--- config.mk ---
export PLATFORM = sky130hd
export DESIGN_NAME = uart_reg_front
export DESIGN_NICKNAME = d
export VERILOG_FILES = /design/src/rtl/uart_rf_pkg.sv /design/src/rtl/uart_baud_gen.sv /design/src/rtl/uart_rx_hold.sv /design/src/rtl/uart_ctrl_regs.sv /design/src/rtl/uart_reg_front.sv
export SDC_FILE = /design/constraint.sdc
export NUM_CORES = 1
export LEC_CHECK = 0
export CAP_MARGIN = 5
export CORE_UTILIZATION = 56
export CTS_CLUSTER_DIAMETER = 40
export DETAILED_ROUTE_END_ITERATION = 10
export PLACE_DENSITY = 0.87
export SYNTH_ARGS = -nofsm -noshare
export SYNTH_HDL_FRONTEND = slang
export SYNTH_SLANG_ARGS = --single-unit
--- constraint.sdc ---
create_clock -name clk -period 5.7 [get_ports clk]
set_clock_uncertainty 0.2 [all_clocks]
set_input_delay 0.57 -clock clk [delete_from_list [all_inputs] [get_ports clk]]
set_output_delay 0.57 -clock clk [all_outputs]
set_load 0.1 [all_outputs]
--- src/rtl/uart_rf_pkg.sv ---
package uart_rf_pkg;
    localparam int BYTE_W  = 8;
    localparam int ADDR_W  = 3;
    localparam int DIV_W   = 2 * BYTE_W;
    localparam int MASK_W  = 4;
    localparam int TRIG_W  = 2;

    localparam logic [ADDR_W-1:0] A_DATA = 3'd0;
    localparam logic [ADDR_W-1:0] A_MASK = 3'd1;
    localparam logic [ADDR_W-1:0] A_FIFO = 3'd2;
    localparam logic [ADDR_W-1:0] A_LINE = 3'd3;
    localparam logic [ADDR_W-1:0] A_MDM  = 3'd4;
    localparam logic [ADDR_W-1:0] A_STAT = 3'd5;

    typedef struct packed {
        logic       bank;
        logic       brk;
        logic       stick;
        logic       even;
        logic       par_on;
        logic       stop2;
        logic [1:0] wlen;
    } line_cfg_t;

    typedef struct packed {
        logic loop;
        logic irq_en;
        logic user1;
        logic rts;
        logic dtr;
    } mdm_cfg_t;
endpackage

--- src/rtl/uart_baud_gen.sv ---
module uart_baud_gen
    import uart_rf_pkg::*;
(
    input  logic             clk,
    input  logic             rst_n,
    input  logic [DIV_W-1:0] div_i,
    output logic             tick_o
);
    typedef struct packed {
        logic [DIV_W-1:0] cnt;
        logic             tick;
    } bg_state_t;

    bg_state_t st_d, st_q;

    always_comb begin
        st_d = st_q;
        if (div_i == '0) begin
            st_d.cnt  = '0;
            st_d.tick = 1'b0;
        end else if (st_q.cnt >= div_i - DIV_W'(1)) begin
            st_d.cnt  = '0;
            st_d.tick = 1'b1;
        end else begin
            st_d.cnt  = st_q.cnt + DIV_W'(1);
            st_d.tick = 1'b0;
        end
    end

    always_ff @(posedge clk or negedge rst_n) begin
        if (!rst_n) st_q <= '0;
        else        st_q <= st_d;
    end

    assign tick_o = st_q.tick;

    p_tick_idle_r8: assert property (@(posedge clk) disable iff (!rst_n)
        (div_i == '0) |=> !tick_o);
    p_tick_gap_r8: assert property (@(posedge clk) disable iff (!rst_n)
        (tick_o && div_i > DIV_W'(1)) |=> !tick_o);
endmodule

--- src/rtl/uart_rx_hold.sv ---
module uart_rx_hold
    import uart_rf_pkg::*;
(
    input  logic              clk,
    input  logic              rst_n,
    input  logic              loop_i,
    input  logic              loop_wr_i,
    input  logic [BYTE_W-1:0] loop_byte_i,
    input  logic              ext_valid_i,
    input  logic [BYTE_W-1:0] ext_byte_i,
    input  logic              rd_clr_i,
    output logic [BYTE_W-1:0] hold_o,
    output logic              ready_o
);
    typedef struct packed {
        logic [BYTE_W-1:0] hold;
        logic              ready;
    } rh_state_t;

    rh_state_t st_d, st_q;
    logic      ext_cap;

    assign ext_cap = ext_valid_i && !loop_i;

    always_comb begin
        st_d = st_q;
        if (rd_clr_i) st_d.ready = 1'b0;
        if (loop_wr_i) begin
            st_d.hold  = loop_byte_i;
            st_d.ready = 1'b1;
        end else if (ext_cap) begin
            st_d.hold  = ext_byte_i;
            st_d.ready = 1'b1;
        end
    end

    always_ff @(posedge clk or negedge rst_n) begin
        if (!rst_n) st_q <= '0;
        else        st_q <= st_d;
    end

    assign hold_o  = st_q.hold;
    assign ready_o = st_q.ready;

    p_read_clears_r7: assert property (@(posedge clk) disable iff (!rst_n)
        (rd_clr_i && !loop_wr_i && !(ext_valid_i && !loop_i)) |=> !ready_o);
    p_ext_ignored_loop_r6: assert property (@(posedge clk) disable iff (!rst_n)
        (loop_i && !loop_wr_i && !rd_clr_i) |=> $stable(hold_o));
endmodule

--- src/rtl/uart_ctrl_regs.sv ---
module uart_ctrl_regs
    import uart_rf_pkg::*;
(
    input  logic              clk,
    input  logic              rst_n,
    input  logic              wr_i,
    input  logic [ADDR_W-1:0] addr_i,
    input  logic [BYTE_W-1:0] wdata_i,
    output line_cfg_t         line_o,
    output mdm_cfg_t          mdm_o,
    output logic [MASK_W-1:0] mask_o,
    output logic              fifo_en_o,
    output logic [TRIG_W-1:0] trig_o,
    output logic [DIV_W-1:0]  div_o
);
    typedef struct packed {
        line_cfg_t         line;
        mdm_cfg_t          mdm;
        logic [MASK_W-1:0] mask;
        logic              fifo_en;
        logic [TRIG_W-1:0] trig;
        logic [DIV_W-1:0]  div;
    } cr_state_t;

    cr_state_t st_d, st_q;

    always_comb begin
        st_d = st_q;
        if (wr_i) begin
            unique case (addr_i)
                A_DATA: if (st_q.line.bank) st_d.div[BYTE_W-1:0] = wdata_i;
                A_MASK: begin
                    if (st_q.line.bank) st_d.div[DIV_W-1:BYTE_W] = wdata_i;
                    else                st_d.mask = wdata_i[MASK_W-1:0];
                end
                A_FIFO: begin
                    st_d.fifo_en = wdata_i[0];
                    st_d.trig    = wdata_i[BYTE_W-1 -: TRIG_W];
                end
                A_LINE: st_d.line = line_cfg_t'(wdata_i);
                A_MDM:  st_d.mdm  = mdm_cfg_t'(wdata_i[$bits(mdm_cfg_t)-1:0]);
                default: ;
            endcase
        end
    end

    always_ff @(posedge clk or negedge rst_n) begin
        if (!rst_n) st_q <= '0;
        else        st_q <= st_d;
    end

    assign line_o    = st_q.line;
    assign mdm_o     = st_q.mdm;
    assign mask_o    = st_q.mask;
    assign fifo_en_o = st_q.fifo_en;
    assign trig_o    = st_q.trig;
    assign div_o     = st_q.div;

    p_div_low_r2: assert property (@(posedge clk) disable iff (!rst_n)
        (wr_i && addr_i == A_DATA && line_o.bank)
        |=> div_o[BYTE_W-1:0] == $past(wdata_i));
    p_div_high_r2: assert property (@(posedge clk) disable iff (!rst_n)
        (wr_i && addr_i == A_MASK && line_o.bank)
        |=> div_o[DIV_W-1:BYTE_W] == $past(wdata_i));
    p_mask_kept_r2: assert property (@(posedge clk) disable iff (!rst_n)
        (wr_i && addr_i == A_MASK && line_o.bank) |=> $stable(mask_o));
endmodule

--- src/rtl/uart_reg_front.sv ---
module uart_reg_front
    import uart_rf_pkg::*;
(
    input  logic        clk,
    input  logic        rst_n,
    input  logic [2:0]  bus_addr,
    input  logic        bus_wr,
    input  logic        bus_rd,
    input  logic [7:0]  bus_wdata,
    output logic [7:0]  bus_rdata,
    output logic        tx_load,
    output logic [7:0]  tx_byte,
    input  logic        rx_valid,
    input  logic [7:0]  rx_byte,
    input  logic [6:0]  lsr_status,
    input  logic [5:0]  iir_code,
    input  logic        ser_from_engine,
    output logic        ser_out,
    output logic        dtr_pin,
    output logic        rts_pin,
    output logic        irq_out_en,
    output logic [7:0]  lcr_cfg,
    output logic [3:0]  ier_mask,
    output logic        fifo_en,
    output logic [1:0]  fifo_trig,
    output logic        rx_flush,
    output logic        tx_flush,
    output logic        baud_tick
);
    line_cfg_t         line;
    mdm_cfg_t          mdm;
    logic [MASK_W-1:0] mask;
    logic              fen;
    logic [TRIG_W-1:0] trig;
    logic [DIV_W-1:0]  div;
    logic [BYTE_W-1:0] hold;
    logic              ready;
    logic              data_wr, loop_wr, data_rd;

    assign data_wr = bus_wr && bus_addr == A_DATA && !line.bank;
    assign loop_wr = data_wr && mdm.loop;
    assign data_rd = bus_rd && bus_addr == A_DATA && !line.bank;

    uart_ctrl_regs u_regs (
        .clk(clk), .rst_n(rst_n), .wr_i(bus_wr), .addr_i(bus_addr),
        .wdata_i(bus_wdata), .line_o(line), .mdm_o(mdm), .mask_o(mask),
        .fifo_en_o(fen), .trig_o(trig), .div_o(div)
    );

    uart_rx_hold u_hold (
        .clk(clk), .rst_n(rst_n), .loop_i(mdm.loop), .loop_wr_i(loop_wr),
        .loop_byte_i(bus_wdata), .ext_valid_i(rx_valid), .ext_byte_i(rx_byte),
        .rd_clr_i(data_rd), .hold_o(hold), .ready_o(ready)
    );

    uart_baud_gen u_baud (
        .clk(clk), .rst_n(rst_n), .div_i(div), .tick_o(baud_tick)
    );

    always_comb begin
        bus_rdata = '0;
        unique case (bus_addr)
            A_DATA: bus_rdata = line.bank ? div[BYTE_W-1:0] : hold;
            A_MASK: bus_rdata = line.bank ? div[DIV_W-1:BYTE_W]
                                          : {{(BYTE_W-MASK_W){1'b0}}, mask};
            A_FIFO: bus_rdata = {{TRIG_W{fen}}, iir_code};
            A_LINE: bus_rdata = line;
            A_MDM:  bus_rdata = {{(BYTE_W-$bits(mdm_cfg_t)){1'b0}}, mdm};
            A_STAT: bus_rdata = {lsr_status, ready};
            default: bus_rdata = '0;
        endcase
    end

    assign tx_load    = data_wr && !mdm.loop;
    assign tx_byte    = bus_wdata;
    assign ser_out    = mdm.loop ? 1'b1 : (line.brk ? 1'b0 : ser_from_engine);
    assign dtr_pin    = mdm.dtr && !mdm.loop;
    assign rts_pin    = mdm.rts && !mdm.loop;
    assign irq_out_en = mdm.irq_en;
    assign lcr_cfg    = line;
    assign ier_mask   = mask;
    assign fifo_en    = fen;
    assign fifo_trig  = trig;
    assign rx_flush   = bus_wr && bus_addr == A_FIFO && bus_wdata[1];
    assign tx_flush   = bus_wr && bus_addr == A_FIFO && bus_wdata[2];

    p_loop_capture_r6: assert property (@(posedge clk) disable iff (!rst_n)
        loop_wr |=> (ready && hold == $past(bus_wdata)));
    p_bank_no_load_r2: assert property (@(posedge clk) disable iff (!rst_n)
        line.bank |-> !tx_load);
endmodule

==> impl_metrics.yaml <==
cts:
  cts_num_sinks: 62
  cts_made_buffers: 9
  cts_tree: "built"
  clkLatencyLatePin_ns: 0.35
  cts.path.max_buffers: 2
  cts.clk_slew.worst_paths_ns: 0.07
  cts_hold_buffers: 0
  cts.repair.resized: 0
  cts.repair_timing.setup_buffer_count: 0
  htreeDepth: 3
  root_buffer: "clkbuf_8"
yosys:
  synth-seq-cells: 62
  synth_edf_count: 0
  ys_types: 44
  yosysSeqAreaShare: 0.422
  synth_warnings: 0
  async_flop_share: 1.00
  syn_nets: 417
  synthesis.instances: 361
  ys.flop_type: "dfrtp_1"
  postSynthAreaPerCell_um2: 10.2
  synth_area_um2: 3680
drt:
  wl_per_cell_um: 18.7
  routed_wl_um: 9460
  drc: 0
  drt_iter0_markers: 201
  dr.pass1.iters: 5
  vias: 3075
  viasPerCell: 6.07
  ant_nets: 0
power:
  p_total_uw: 2000
  powerDensity_nw_per_um2: 437
  p_leak_uw: 0.00203
  irDropWorstVdd_v: 0.000332
critical_path:
  critPathMaxFanout: 12
  crit_arrival_ns: 3.27
  r2r-start: "u_regs.div_o[0]"
  start_kind: "primary input"
  required_ns: 4.93
  cp_cell_sequence: "clkdlybuf4s50_1, nor3b_2, nand2_1, o21ai_0, a221oi_1, nand2_1, clkdlybuf4s50_1"
  crit_start: "bus_addr[0]"
  slowest_stage: "clkdlybuf4s50_1"
  cpPeakStageDelay_ns: 1.12
  worst-setup-path-type: "primary input to output pin"
  endpoint_kind: "output pin"
timing:
  holdWs_ns: 0.184
  fin_crit_sh: 0.710
  tns_ns: 0
  post-route-min-period_ns: 4.04
  slew_violations: 0
  report.final.hold_viol_count: 0
  final-setup-viol-count: 0
  rsz0062_at_grt: "false"
  slew_headroom: 0.322
  fmax_mhz: 247
  tightest_slew_ns: 1.01
die:
  rows: 29
  dieWidth_um: 83.1
  pin_count: 77
  die_h_um: 83.1
  die-area_um2: 6900
  core-area_um2: 6350
  initial_core_util: 0.580
place:
  portBuffers: 76
  gp_congestion: 0.958
  dpl.hpwl_um: 6900
run:
  cap_violations: 0
finish:
  multi_input_area_um2: 1980
  layout.nets: 484
  synthToLayoutAreaGrowth_pct: 24.7
  diodes: 0
  drive_gt1_frac: 0.153
  fillCellCount: 461
  seq_area_um2: 1550
grt:
  grt_max_degree: 63
  antenna_found_initial: 0
  grt_overflow_total: 0
  grt_first_pass_wirelength_um: 15700
  grt_pass1_vias: 3086
  grtUsageTotal: 0.292
min_path:
  hold_class: "primary input to asynchronous set/reset pin"
run_status:
  status: "finished, final reports clean"
## kinds of logic after synthesis
logic type,synth area share
flip-flops,0.422
AND/OR/NAND/NOR,0.186
AO/OA/AOI/OAI,0.0942
XOR/XNOR,0.0643
adder cells (fa/ha/maj),0.0612
multiplexers,0.133
buffers and inverters,0.0398
## metal layers
metal  global-route usage  wire (um)
met5                    0          0
met4                0.135        346
met3               0.0696        667
met2                0.472       4580
met1                0.372       3860
## synthesized netlist by cell type, types with 3 or more instances
master / instances / area share
and2_1: 5 / 0.0085
xor2_1: 16 / 0.038
nor2b_1: 9 / 0.015
buf_2: 3 / 0.0041
nand2_1: 41 / 0.042
buf_4: 8 / 0.016
and3_1: 8 / 0.014
a221oi_1: 5 / 0.012
xnor2_1: 11 / 0.026
nor4_1: 3 / 0.0051
mux2_2: 40 / 0.12
clkbuf_1: 9 / 0.0092
and4_1: 3 / 0.0071
nand3_1: 11 / 0.015
mux2i_1: 4 / 0.011
ha_1: 18 / 0.061
nor2_1: 32 / 0.033
nand4_1: 3 / 0.0051
nor3_1: 8 / 0.011
inv_1: 6 / 0.0061
o21ai_0: 7 / 0.0095
a22oi_1: 17 / 0.035
dfrtp_1: 62 / 0.42
a21oi_1: 11 / 0.015
## sequential cells by signal, summed over array words and instances (netlist names)
register,cells
u_regs.fifo_en_o,1
u_regs.div_o,16
u_baud.tick_o,1
u_regs.trig_o,2
u_regs.mask_o,4
u_baud.st_q,16
u_hold.ready_o,1
u_regs.line_o,8
u_regs.mdm_o,5
u_hold.hold_o,8
## critical path, delay by kind of cell
kind | cells | cell delay, ns
AO/OA/AOI/OAI | 2 | 0.20
buffers and inverters | 2 | 1.73
AND/OR/NAND/NOR | 3 | 0.77
## metrics by stage
step           worst slack (ns)   util  std cells  area [um^2]
2_1_floorplan              1.15      -        361         3680
3_3_place_gp               1.83  0.695        494         4410
3_5_place_dp               1.75  0.695        494         4410
4_1_cts                    1.70  0.723        507         4590
5_1_grt                    1.55  0.723        507         4590
6_report                   1.66  0.723        507         4590
## layout by cell type (no fill, tap or decap), types with 7 or more instances in the layout
cell type,n
nand2_1,41
mux2_2,40
xnor2_1,11
a22oi_1,17
xor2_1,16
dfrtp_1,62
ha_1,18
nor3_1,8
o21ai_0,7
nand3_1,11
and3_1,8
clkdlybuf4s50_1,71
nor2_1,32
clkbuf_8,10
nor2b_1,9
a21oi_1,11
## worst paths after layout
kind	end	slack [ns]	cells past startpoint
worst max-delay path	bus_rdata[3]	1.66	7
worst min-delay path	u_baud.st_q[7]	0.18	2
worst max register to register	u_baud.st_q[5]	1.96	11
worst min register to register	u_hold.hold_o[1]	0.28	2
max in group asynchronous	u_regs.mdm_o[2]	4.59	2
min in group clk	u_hold.hold_o[1]	0.28	2
## final cells by class
class / instances / share of cell area
inverters: 6 / 0.00491
clock buffers: 11 / 0.0308
clock inverters: 2 / 0.00763
well taps: 77 / 0.0210
flip-flops and latches: 62 / 0.338
multi-input cells: 271 / 0.432
repair buffers: 78 / 0.166
## where the power goes
| group | total (uW) | switching (uW) | internal [uW] |
|---|---|---|---|
| combinational | 933 | 602 | 331 |
| sequential | 699 | 149 | 550 |
| clock | 372 | 166 | 206 |
No activity file was read; power rests on OpenSTA's default activity.
